`src/rtl/i2c_gpio_framer.sv`:
```
module i2c_gpio_framer #(
  parameter int BYTE_W = 8,
  localparam int ADDR_W = BYTE_W - 1,
  localparam int CNT_W = $clog2(BYTE_W)
) (
  input  logic              clk,
  input  logic              rst_n,
  input  logic              wr_en,
  input  logic              sda_in,
  input  logic              scl_in,
  output logic              sda_rd,
  output logic              start_stb,
  output logic [ADDR_W-1:0] start_addr,
  output logic              start_rd,
  output logic              send_stb,
  output logic [BYTE_W-1:0] send_data,
  output logic              recv_req,
  input  logic              recv_valid,
  input  logic [BYTE_W-1:0] recv_data,
  output logic              end_stb
);

  localparam logic [CNT_W-1:0] TOP_BIT = CNT_W'(BYTE_W - 1);

  typedef enum logic [2:0] {S_IDLE, S_INIT, S_TX, S_ACK, S_RX, S_MACK} st_t;

  st_t               st;
  logic [CNT_W-1:0]  bitn;
  logic [BYTE_W-1:0] shreg;
  logic [BYTE_W-1:0] addr_q;
  logic              addr_ok;
  logic              pend;
  logic              prev_sda, prev_scl;

  logic fall, is_start, is_stop, last_bit, take, go_read;

  assign fall     = wr_en & prev_scl & ~scl_in;
  assign is_start = wr_en & prev_sda & ~sda_in & scl_in;
  assign is_stop  = wr_en & ~prev_sda & sda_in & scl_in;
  assign last_bit = (bitn == '0);
  assign take     = recv_valid & pend;
  assign go_read  = addr_ok ? addr_q[0] : shreg[0];

  assign sda_rd = (st == S_RX)  ? shreg[BYTE_W-1] :
                  (st == S_ACK) ? 1'b0 : 1'b1;

  always_ff @(posedge clk or negedge rst_n) begin
    if (!rst_n) begin
      st         <= S_IDLE;
      bitn       <= TOP_BIT;
      shreg      <= '0;
      addr_q     <= '0;
      addr_ok    <= 1'b0;
      pend       <= 1'b0;
      prev_sda   <= 1'b1;
      prev_scl   <= 1'b1;
      start_stb  <= 1'b0;
      start_addr <= '0;
      start_rd   <= 1'b0;
      send_stb   <= 1'b0;
      send_data  <= '0;
      recv_req   <= 1'b0;
      end_stb    <= 1'b0;
    end else begin
      start_stb <= 1'b0;
      send_stb  <= 1'b0;
      recv_req  <= 1'b0;
      end_stb   <= 1'b0;

      if (wr_en) begin
        prev_sda <= sda_in;
        prev_scl <= scl_in;
      end

      if (take) begin
        pend  <= 1'b0;
        shreg <= (st == S_RX && fall) ? {recv_data[BYTE_W-2:0], 1'b1} : recv_data;
      end

      if (st != S_IDLE && is_stop) begin
        if (addr_ok) end_stb <= 1'b1;
        addr_ok <= 1'b0;
        pend    <= 1'b0;
        st      <= S_IDLE;
      end else begin
        case (st)
          S_IDLE: if (is_start) st <= S_INIT;
          S_INIT: if (fall && !sda_in) begin
            st   <= S_TX;
            bitn <= TOP_BIT;
          end
          S_TX: if (fall) begin
            shreg <= {shreg[BYTE_W-2:0], sda_in};
            if (last_bit) st <= S_ACK;
            else bitn <= bitn - 1'b1;
          end
          S_ACK: if (fall) begin
            if (!addr_ok) begin
              addr_q     <= shreg;
              addr_ok    <= 1'b1;
              start_stb  <= 1'b1;
              start_addr <= shreg[BYTE_W-1:1];
              start_rd   <= shreg[0];
            end else begin
              send_stb  <= 1'b1;
              send_data <= shreg;
            end
            bitn <= TOP_BIT;
            if (go_read) begin
              st       <= S_RX;
              recv_req <= 1'b1;
              pend     <= 1'b1;
            end else begin
              st <= S_TX;
            end
          end
          S_RX: if (fall) begin
            if (!take) shreg <= {shreg[BYTE_W-2:0], 1'b1};
            if (last_bit) st <= S_MACK;
            else bitn <= bitn - 1'b1;
          end
          S_MACK: if (fall) begin
            st       <= S_RX;
            bitn     <= TOP_BIT;
            recv_req <= 1'b1;
            pend     <= 1'b1;
          end
          default: st <= S_IDLE;
        endcase
      end
    end
  end


  start_on_fall_chk: assert property (@(posedge clk) disable iff (!rst_n)
    start_stb |-> $past(wr_en && !scl_in));


  send_only_write_chk: assert property (@(posedge clk) disable iff (!rst_n)
    send_stb |-> !addr_q[0]);


  req_on_fall_chk: assert property (@(posedge clk) disable iff (!rst_n)
    recv_req |-> $past(wr_en && !scl_in));


  end_on_stop_chk: assert property (@(posedge clk) disable iff (!rst_n)
    end_stb |-> ($past(wr_en && sda_in && scl_in) && sda_rd));


  strobe_single_chk: assert property (@(posedge clk) disable iff (!rst_n)
    (start_stb || send_stb || end_stb) |=> !(start_stb || send_stb || end_stb));

endmodule

```
`config.mk`:
```
export PLATFORM = sky130hd
export DESIGN_NAME = i2c_gpio_framer
export DESIGN_NICKNAME = d
export VERILOG_FILES = /design/src/rtl/i2c_gpio_framer.sv
export SDC_FILE = /design/constraint.sdc
export NUM_CORES = 1
export LEC_CHECK = 0
export ABC_AREA = 1
export BUFFER_PORTS_ARGS = -buffer_cell sky130_fd_sc_hd__buf_4
export CORE_MARGIN = 2
export CORE_UTILIZATION = 40
export DETAILED_ROUTE_END_ITERATION = 10
export SLEW_MARGIN = 40
export SYNTH_ARGS = -nofsm -noshare
export SYNTH_HDL_FRONTEND = slang
export SYNTH_SLANG_ARGS = --single-unit
```
`constraint.sdc`:
```
create_clock -name clk -period 2.6 [get_ports clk]
set_clock_uncertainty 0.15 [all_clocks]
set_input_delay 0.39 -clock clk [delete_from_list [all_inputs] [get_ports clk]]
set_output_delay 0.39 -clock clk [all_outputs]
set_load 0.01 [all_outputs]
```
==> impl_metrics.tcl, run 1 <==
set metrics [dict create \
    antenna_found_initial 0 \
    layout_common_cells "nand2_1, buf_4, dfrtp_1" \
    avgViaCountPerCell 4.73 \
    seq_area_frac_synth_pct 44.9 \
    syn_area_sq_um 2130 \
    ys_warn_count 0 \
    cts_htree_levels 2 \
    grt_max_degree 39 \
    port_buffers 34 \
    p_comb_share_pct 42.6 \
    antenna-diode-count 0 \
    whs_ns 0.138 \
    r2r_setup_slack_ns 0.63 \
    place_area_sq_um 2430 \
    std_cell_rows 26 \
    status "completed" \
    worstPathArrival_ns 1.46 \
    r2r_start "st[2]" \
    clock_power_share_pct 17.4 \
    regArea_sq_um 957 \
    gr-usage-all-layers_pct 16.8 \
    finalPower_w 0.00227 \
    critPathLaunchType "flip-flop" \
    post-route-util_pct 49.4 \
    nNetsFinal 314 \
    grt_pass1_vias 1673 \
    drtIter0Drc 84 \
    path_cells "inv_1, nand2_2, nor2_8, a21oi_1, buf_4" \
    stdcell_area_sq_um 2520 \
    period_share_pct 76.9 \
    slew_violations 0 \
    postCtsSetupRepairBufs 0 \
    wl_per_cell_um 12.1 \
    grt.overflow.total 0 \
    grt_pass1_wl_um 7920 \
    insertion_delay_ns 0.29 \
    drive_above_1_share_pct 30.4 \
    seqPwrFrac_pct 40.0 \
    numClockSinks 38 \
    drcViolationCount 0 \
    p_per_area_nw_per_um2 900 \
    die_h_um 77.0 \
    cpPeakStageDelay_ns 0.41 \
    cts_tree "done" \
    cp_data_required_time_ns 2.06 \
    final_common_cell "nand2_1" \
    ios 35 \
    endpoint "sda_rd" \
    criticalPathCategory "reg -> out" \
    hold_viol 0 \
    vdd_drop_max_uv 363 \
    post-route-min-period_ns 2.00 \
    syn-num-nets 277 \
    globalplace.congestion 0.862 \
    ys_ff_latch 38 \
    flow.area_growth_from_synthesis_pct 18.4 \
    rsz0062_at_grt "no" \
    clock_path_buffers 2 \
    synth_cell_types 28 \
    vias 1747 \
    swShare_pct 41.7 \
    avgSynthCellArea_sq_um 8.16 \
    p_sw_w 0.000946 \
    relSlewSlack_pct 67.0 \
    crit_path_start "st[0]" \
    cpMaxStageDelayCell "dfrtp_1" \
    dp_hpwl_um 3360 \
    p_leak_nw 1.30 \
    core_area_sq_um 5110 \
    fin_setup_tns_ns 0 \
    nFillCells 531 \
    synthesis.instances 261 \
    path_max_fanout 8 \
    setup_viol_count_final 0 \
    max_freq_mhz 500 \
    cts_root_buffer "clkbuf_8" \
    holdCritPathClass "in -> reg" \
    p_int_w 0.00132 \
    cap_violations 0 \
    ff2ff_path_depth 9 \
    wl_um 4460 \
    multi_input_area_sq_um 980 \
    antenna_left 0 \
    reg2reg_to "shreg[2]" \
    clk_pin_slew_ns 0.07 \
    start_util_pct 41.7 \
    crit_path_end_kind "output port" \
    worst_pin_slew_ns 0.494 \
    firstDrtPassIters 4 \
    die_w_um 77.0 \
    cts_buffers 5 \
    die-area_sq_um 5920 \
]
==> what timing repair did <==
item,CTS,global route
resized for setup,0,0
hold endpoints to repair,33,0
setup endpoints to repair,0,0
hold buffers,1,0
==> logic make-up (layout without fill, tap and decap cells) <==
kind of cell | count (synthesis) | in the layout | synth area share, %
and+or+nand+nor | 119 | 119 | 27.0
AOI/OAI and AO/OA | 57 | 57 | 17.4
buffers and inverters | 44 | 82 | 9.05
DFF | 38 | 38 | 44.9
adders and majority gates | 2 | 2 | 1.17
xor gates and xnor gates | 1 | 1 | 0.411
==> Yosys cell counts (all sizes together) <==
master | number | area [sq um]
ha | 2 | 25.0
o21ai | 39 | 255
o22ai | 3 | 18.8
xor2 | 1 | 8.76
nand2 | 79 | 332
o211ai | 4 | 30.0
nor2 | 22 | 133
a31oi | 1 | 12.5
nand3 | 15 | 85.1
a31o | 1 | 8.76
nor3 | 3 | 26.3
dfstp | 5 | 131
dfrtp | 33 | 826
buf | 5 | 43.8
inv | 39 | 149
a21oi | 9 | 45.0
==> final cells by class <==
class                      instances  share of cell area [%]
clock buffer                       6                    2.88
clock inverter                     2                   0.397
inverter                          39                    5.91
multi-input combinational        179                    38.9
sequential                        38                    38.0
tap                               70                    3.47
timing repair buffer              35                    10.5
==> registers in the layout (all words and copies together), names as in the netlist <==
name        count
addr_ok         1
addr_q          1
bitn            3
end_stb         1
pend            1
prev_scl        1
prev_sda        1
recv_req        1
send_data       8
send_stb        1
shreg           8
st              3
start_addr      7
start_stb       1
==> worst max-delay path: cells and delay by family (launching register included) <==
kind / cells / cell delay, ns
simple gates: 2 / 0.30
compound gates: 1 / 0.11
flops: 1 / 0.41
buf+inv: 2 / 0.35
==> worst min-delay path by stage <==
stage           from           end  slack, ns  cells past startpoint
6_report       wr_en      prev_sda       0.14                      2
5_1_grt        wr_en      prev_sda       0.14                      2
4_1_cts        wr_en      prev_sda       0.13                      2
3_5_place_dp   rst_n  send_data[7]       0.24                      1
3_3_place_gp   rst_n  send_data[7]       0.24                      1
2_1_floorplan  rst_n       addr_ok      -0.06                      0
==> power by group through the flow <==
stage          clock network, W  registers (W)  logic [W]
2_1_floorplan                 0       0.000912   0.000690
3_3_place_gp                  0       0.000920   0.000970
3_5_place_dp                  0       0.000919   0.000972
4_1_cts                0.000407       0.000909   0.000976
5_1_grt                0.000435       0.000931    0.00112
6_report               0.000395       0.000909   0.000966
==> metrics by stage <==
step           setup WS, ns  instances
6_report              0.602        369
5_1_grt               0.380        369
4_1_cts               0.580        369
3_5_place_dp          0.642        360
3_3_place_gp          0.709        360
2_1_floorplan          1.02        261
==> layer usage <==
| metal | vias to the layer above | GRT usage (%) | routed length (um) |
|---|---|---|---|
| met5 | - | 0 | 0 |
| met4 | 0 | 6.00 | 59 |
| met3 | 5 | 3.53 | 261 |
| met2 | 58 | 25.2 | 1970 |
| met1 | 776 | 23.9 | 2170 |
| li1 | 908 | - | - |
Note: power is estimated with default switching activity, not from simulation.
==> inputs of run 2 (changes only) <==
clock period = 1.95 ns   (was 2.6 ns; I/O delays follow)
==> run 2 against run 1 <==
- flip-flop and latch count is the same
- count of clock-buffer cells in the layout increased by 1
- sequential power grew 34%
- die area did not move
- worst setup slack got worse by 0.49 ns
- core utilization rose by 0.81 points
- hold slack lost 0.092 ns
- cell area up 1.6%
- non-clock buffer count up 2
- wire length down 0.43%
==> impl_metrics.tcl, run 2 (synthesized netlist as in run 1, its figures left out) <==
set metrics [dict create \
    status "completed" \
    slew_violations 0 \
    crit_path_end_kind "output port" \
    drive_above_1_share_pct 31.2 \
    cap_violations 0 \
    multi_input_area_sq_um 982 \
    drcViolationCount 0 \
    grt.overflow.total 0 \
    die-area_sq_um 5920 \
    p_leak_nw 1.31 \
    setup_ws_ns 0.111 \
    r2r_setup_slack_ns 0.14 \
    swShare_pct 39.8 \
    core_area_sq_um 5110 \
    p_comb_share_pct 41.2 \
    max_freq_mhz 544 \
    vias 1777 \
    avgViaCountPerCell 4.79 \
    globalplace.congestion 0.865 \
    antenna-diode-count 0 \
    clock_path_buffers 2 \
    grt_pass1_vias 1708 \
    placedCellCount 362 \
    seqPwrFrac_pct 38.4 \
    die_w_um 77.0 \
    nFillCells 499 \
    holdCritPathClass "in -> reg" \
    clock_power_share_pct 20.4 \
    start_util_pct 41.7 \
    die_h_um 77.0 \
    criticalPathCategory "reg -> out" \
    p_sw_w 0.00126 \
    cts_tree "done" \
    drtIter0Drc 101 \
    fin_cells 371 \
    nNetsFinal 316 \
    rsz0062_at_grt "no" \
    regArea_sq_um 957 \
    period_share_pct 94.3 \
    clk_pin_slew_ns 0.07 \
    path_max_fanout 8 \
    wl_per_cell_um 12.0 \
    wl_um 4440 \
    final_common_cell "nand2_1" \
    std_cell_rows 26 \
    insertion_delay_ns 0.28 \
    cp_data_required_time_ns 1.51 \
    ios 35 \
    fin_setup_tns_ns 0 \
    setup_viol_count_final 0 \
    port_buffers 34 \
    relSlewSlack_pct 68.0 \
    dp_hpwl_um 3370 \
    firstDrtPassIters 4 \
    cts_root_buffer "clkbuf_8" \
    grt_max_degree 39 \
    antenna_left 0 \
    flow.area_growth_from_synthesis_pct 20.3 \
    post-route-min-period_ns 1.84 \
    vdd_drop_max_uv 573 \
    worstPathArrival_ns 1.40 \
    p_per_area_nw_per_um2 1240 \
    p_int_w 0.00191 \
    layout_common_cells "nand2_1, buf_4, dfrtp_1" \
    gr-usage-all-layers_pct 16.4 \
    worst_pin_slew_ns 0.480 \
    antenna_found_initial 0 \
    reg_top3 "send_data: 8 flops, shreg: 8 flops, start_addr: 7 flops" \
    critPathLaunchType "flip-flop" \
    cts_htree_levels 2 \
    post-route-util_pct 50.2 \
    hold_viol 0 \
    dp_slack_ns 0.164 \
    cts_buffers 5 \
    numClockSinks 38 \
    grt_pass1_wl_um 7940 \
]
==> run 2: cell type report <==
type,instances,area share [%]
clock buffers,7,2.98
clock inverters,1,1.17
inverters,39,5.81
multi-input cells,179,38.3
flip-flops and latches,38,37.4
well taps,70,3.42
repair buffers,37,10.9
==> run 2: repair_timing <==
item | in CTS | in global routing
resized for setup | 0 | 2
hold buffers | 1 | 0
setup buffers | 0 | 0
endpoints found under the hold margin | 33 | 0
endpoints found under the setup margin | 0 | 2
==> run 2: path summary, 6_finish.rpt <==
kind / startpoint / end / cells past startpoint
max reg2reg: prev_scl / shreg[7] / 8
min: wr_en / prev_sda / 2
min in group asynchronous: rst_n / start_stb / 2
max: st[1] / sda_rd / 5
max in group asynchronous: rst_n / prev_sda / 2
min reg2reg: bitn[1] / bitn[1] / 2
==> run 2: power by group through the flow <==
stage	Clock, W	Sequential (W)	Combinational (W)
2_1_floorplan	0	0.00122	0.000920
3_3_place_gp	0	0.00122	0.00129
3_5_place_dp	0	0.00122	0.00131
4_1_cts	0.000666	0.00121	0.00132
5_1_grt	0.000703	0.00125	0.00150
6_report	0.000645	0.00122	0.00131
==> run 2: per-layer routing <==
| metal | vias to the layer above | GRT usage, % | part of all wire [%] |
|---|---|---|---|
| met5 | - | 0 | 0 |
| met4 | 0 | 3.82 | 0.86 |
| met3 | 5 | 4.35 | 7.1 |
| met2 | 58 | 26.1 | 44 |
| met1 | 802 | 22.3 | 48 |
| li1 | 912 | - | - |
==> run 2: worst max-delay path, stage by stage, from the launching register on <==
cell     delay (ns)
dfrtp_1        0.44
inv_2          0.15
nand2_2        0.11
nor2_8         0.17
a21oi_1        0.10
buf_4          0.15
==> run 2: per-stage QoR <==
step / total power (W) / instance area (sq um) / hold WS, ns
after floorplan: 0.00214 / 2130 / -0.153
after global placement: 0.00251 / 2440 / 0.146
after detailed placement: 0.00253 / 2440 / 0.144
after CTS: 0.00319 / 2560 / 0.0335
after global routing: 0.00345 / 2560 / 0.0486
final: 0.00317 / 2560 / 0.0458
==> inputs of run 3 (changes only) <==
RECOVER_POWER = 100   (was not set)
==> run 3 against run 2 <==
- final cell count unchanged
- flip-flop and latch count unchanged
- highest routed layer unchanged
- non-clock buffer count unchanged
==> impl_metrics.tcl, run 3 (synthesized netlist as in run 1, its figures left out) <==
set metrics [dict create \
    status "completed" \
    die_h_um 77.0 \
    grt_pass1_wl_um 7940 \
    relSlewSlack_pct 38.1 \
    postCtsSetupRepairBufs 0 \
    multi_input_area_sq_um 947 \
    antenna-diode-count 0 \
    avgViaCountPerCell 4.79 \
    reg_top3 "send_data: 8 flops, shreg: 8 flops, start_addr: 7 flops" \
    antenna_left 0 \
    endpoint "sda_rd" \
    reg2reg_to "st[0]" \
    cts_tree "done" \
    drive_above_1_share_pct 19.6 \
    drcViolationCount 0 \
    fin_setup_tns_ns 0 \
    path_max_fanout 8 \
    r2r_setup_slack_ns 0.14 \
    setup_viol_count_final 0 \
    drtIter0Drc 112 \
    hold_viol 0 \
    p_per_area_nw_per_um2 1250 \
    std_cell_rows 26 \
    criticalPathCategory "reg -> out" \
    rsz0062_at_grt "no" \
    port_buffers 34 \
    r2r_start "prev_scl" \
    die_w_um 77.0 \
    core_area_sq_um 5110 \
    cts_root_buffer "clkbuf_8" \
    nFillCells 536 \
    die-area_sq_um 5920 \
    cap_violations 0 \
    gr-usage-all-layers_pct 16.4 \
    grt_pass1_vias 1708 \
    vdd_drop_max_uv 567 \
    grt.overflow.total 0 \
    antenna_found_initial 0 \
    vias 1778 \
    worst_pin_slew_ns 0.929 \
    p_leak_nw 1.21 \
    cp_data_required_time_ns 1.51 \
    clock_path_buffers 2 \
    layout_common_cells "nand2_1, inv_1, dfrtp_1" \
    wl_per_cell_um 12.1 \
    critPathLaunchType "flip-flop" \
    worstPathArrival_ns 1.38 \
    clk_pin_slew_ns 0.07 \
    wl_um 4500 \
    regArea_sq_um 957 \
    crit_path_end_kind "output port" \
    final_common_cell "nand2_1" \
    globalplace.congestion 0.865 \
    holdCritPathClass "in -> reg" \
    insertion_delay_ns 0.28 \
    cts_buffers 5 \
    start_util_pct 41.7 \
    numClockSinks 38 \
    period_share_pct 93.3 \
    slew_violations 0 \
    grt_max_degree 39 \
    cts_htree_levels 2 \
    dp_hpwl_um 3370 \
    ios 35 \
    ff2ff_path_depth 7 \
    setup_ws_ns 0.130 \
    dp_slack_ns 0.164 \
    max_freq_mhz 549 \
    firstDrtPassIters 4 \
    flow.area_growth_from_synthesis_pct 14.9 \
    nNetsFinal 316 \
    crit_path_start "st[1]" \
    post-route-min-period_ns 1.82 \
]
## run 3: cell count changes in the layout (fill, tap and decap cells not counted), moves of 5 or more
cell,change
buf_4,-22
clkbuf_1,+21
nand2_1,+5
nand2_2,-5
o21ai_0,+7
o21ai_2,-6
## run 3: metal layers
metal | track usage [%] | share of wire (%)
met4 | 3.82 | 0.87
met3 | 4.35 | 7.1
met5 | 0 | 0
met1 | 22.3 | 49
met2 | 26.1 | 43
## run 3: area by class of cell
type / count / area share, %
Sequential cell: 38 / 39.1
Clock inverter: 1 / 1.23
Clock buffer: 7 / 3.12
Multi-Input combinational cell: 179 / 38.7
Tap cell: 70 / 3.58
Inverter: 39 / 6.09
Timing Repair Buffer: 37 / 8.13
## run 3: critical path, cell delays in order (launching register included)
cell and delay [ns]:
dfrtp_1 0.44, inv_2 0.15, nand2_2 0.11, nor2_8 0.17
a21oi_1 0.09, clkbuf_1 0.13
## run 3: worst min-delay path by stage
stage                     start         to  slack [ns]  cells after the start
after global placement    rst_n   send_stb        0.15                      1
after global routing      wr_en   prev_sda        0.05                      2
after floorplan           rst_n    addr_ok       -0.15                      0
after CTS                 wr_en   prev_sda        0.03                      2
after detailed placement  rst_n  start_stb        0.14                      1
final                     wr_en   prev_sda        0.05                      2
## run 3: timing repair
action / 4_1_cts / 5_1_grt
resized for setup: 0 / 2
endpoints found under the setup margin: 0 / 2
hold endpoints to repair: 33 / 0
hold buffers: 1 / 0
## run 3: power breakdown
part	internal (W)	switching (W)	leakage (nW)
sequential	0.00103	0.000180	0.499
combinational	0.000413	0.000790	0.662
clock	0.000383	0.000264	0.0524
## run 3: through the flow
step	power (W)	hold WS [ns]	utilization (%)	instances	area (sq um)
2_1_floorplan	0.00214	-0.153	-	261	2130
3_3_place_gp	0.00251	0.146	47.8	362	2440
3_5_place_dp	0.00253	0.144	47.8	362	2440
4_1_cts	0.00319	0.0335	50.1	371	2560
5_1_grt	0.00334	0.0542	47.9	371	2450
6_report	0.00306	0.0509	47.9	371	2450
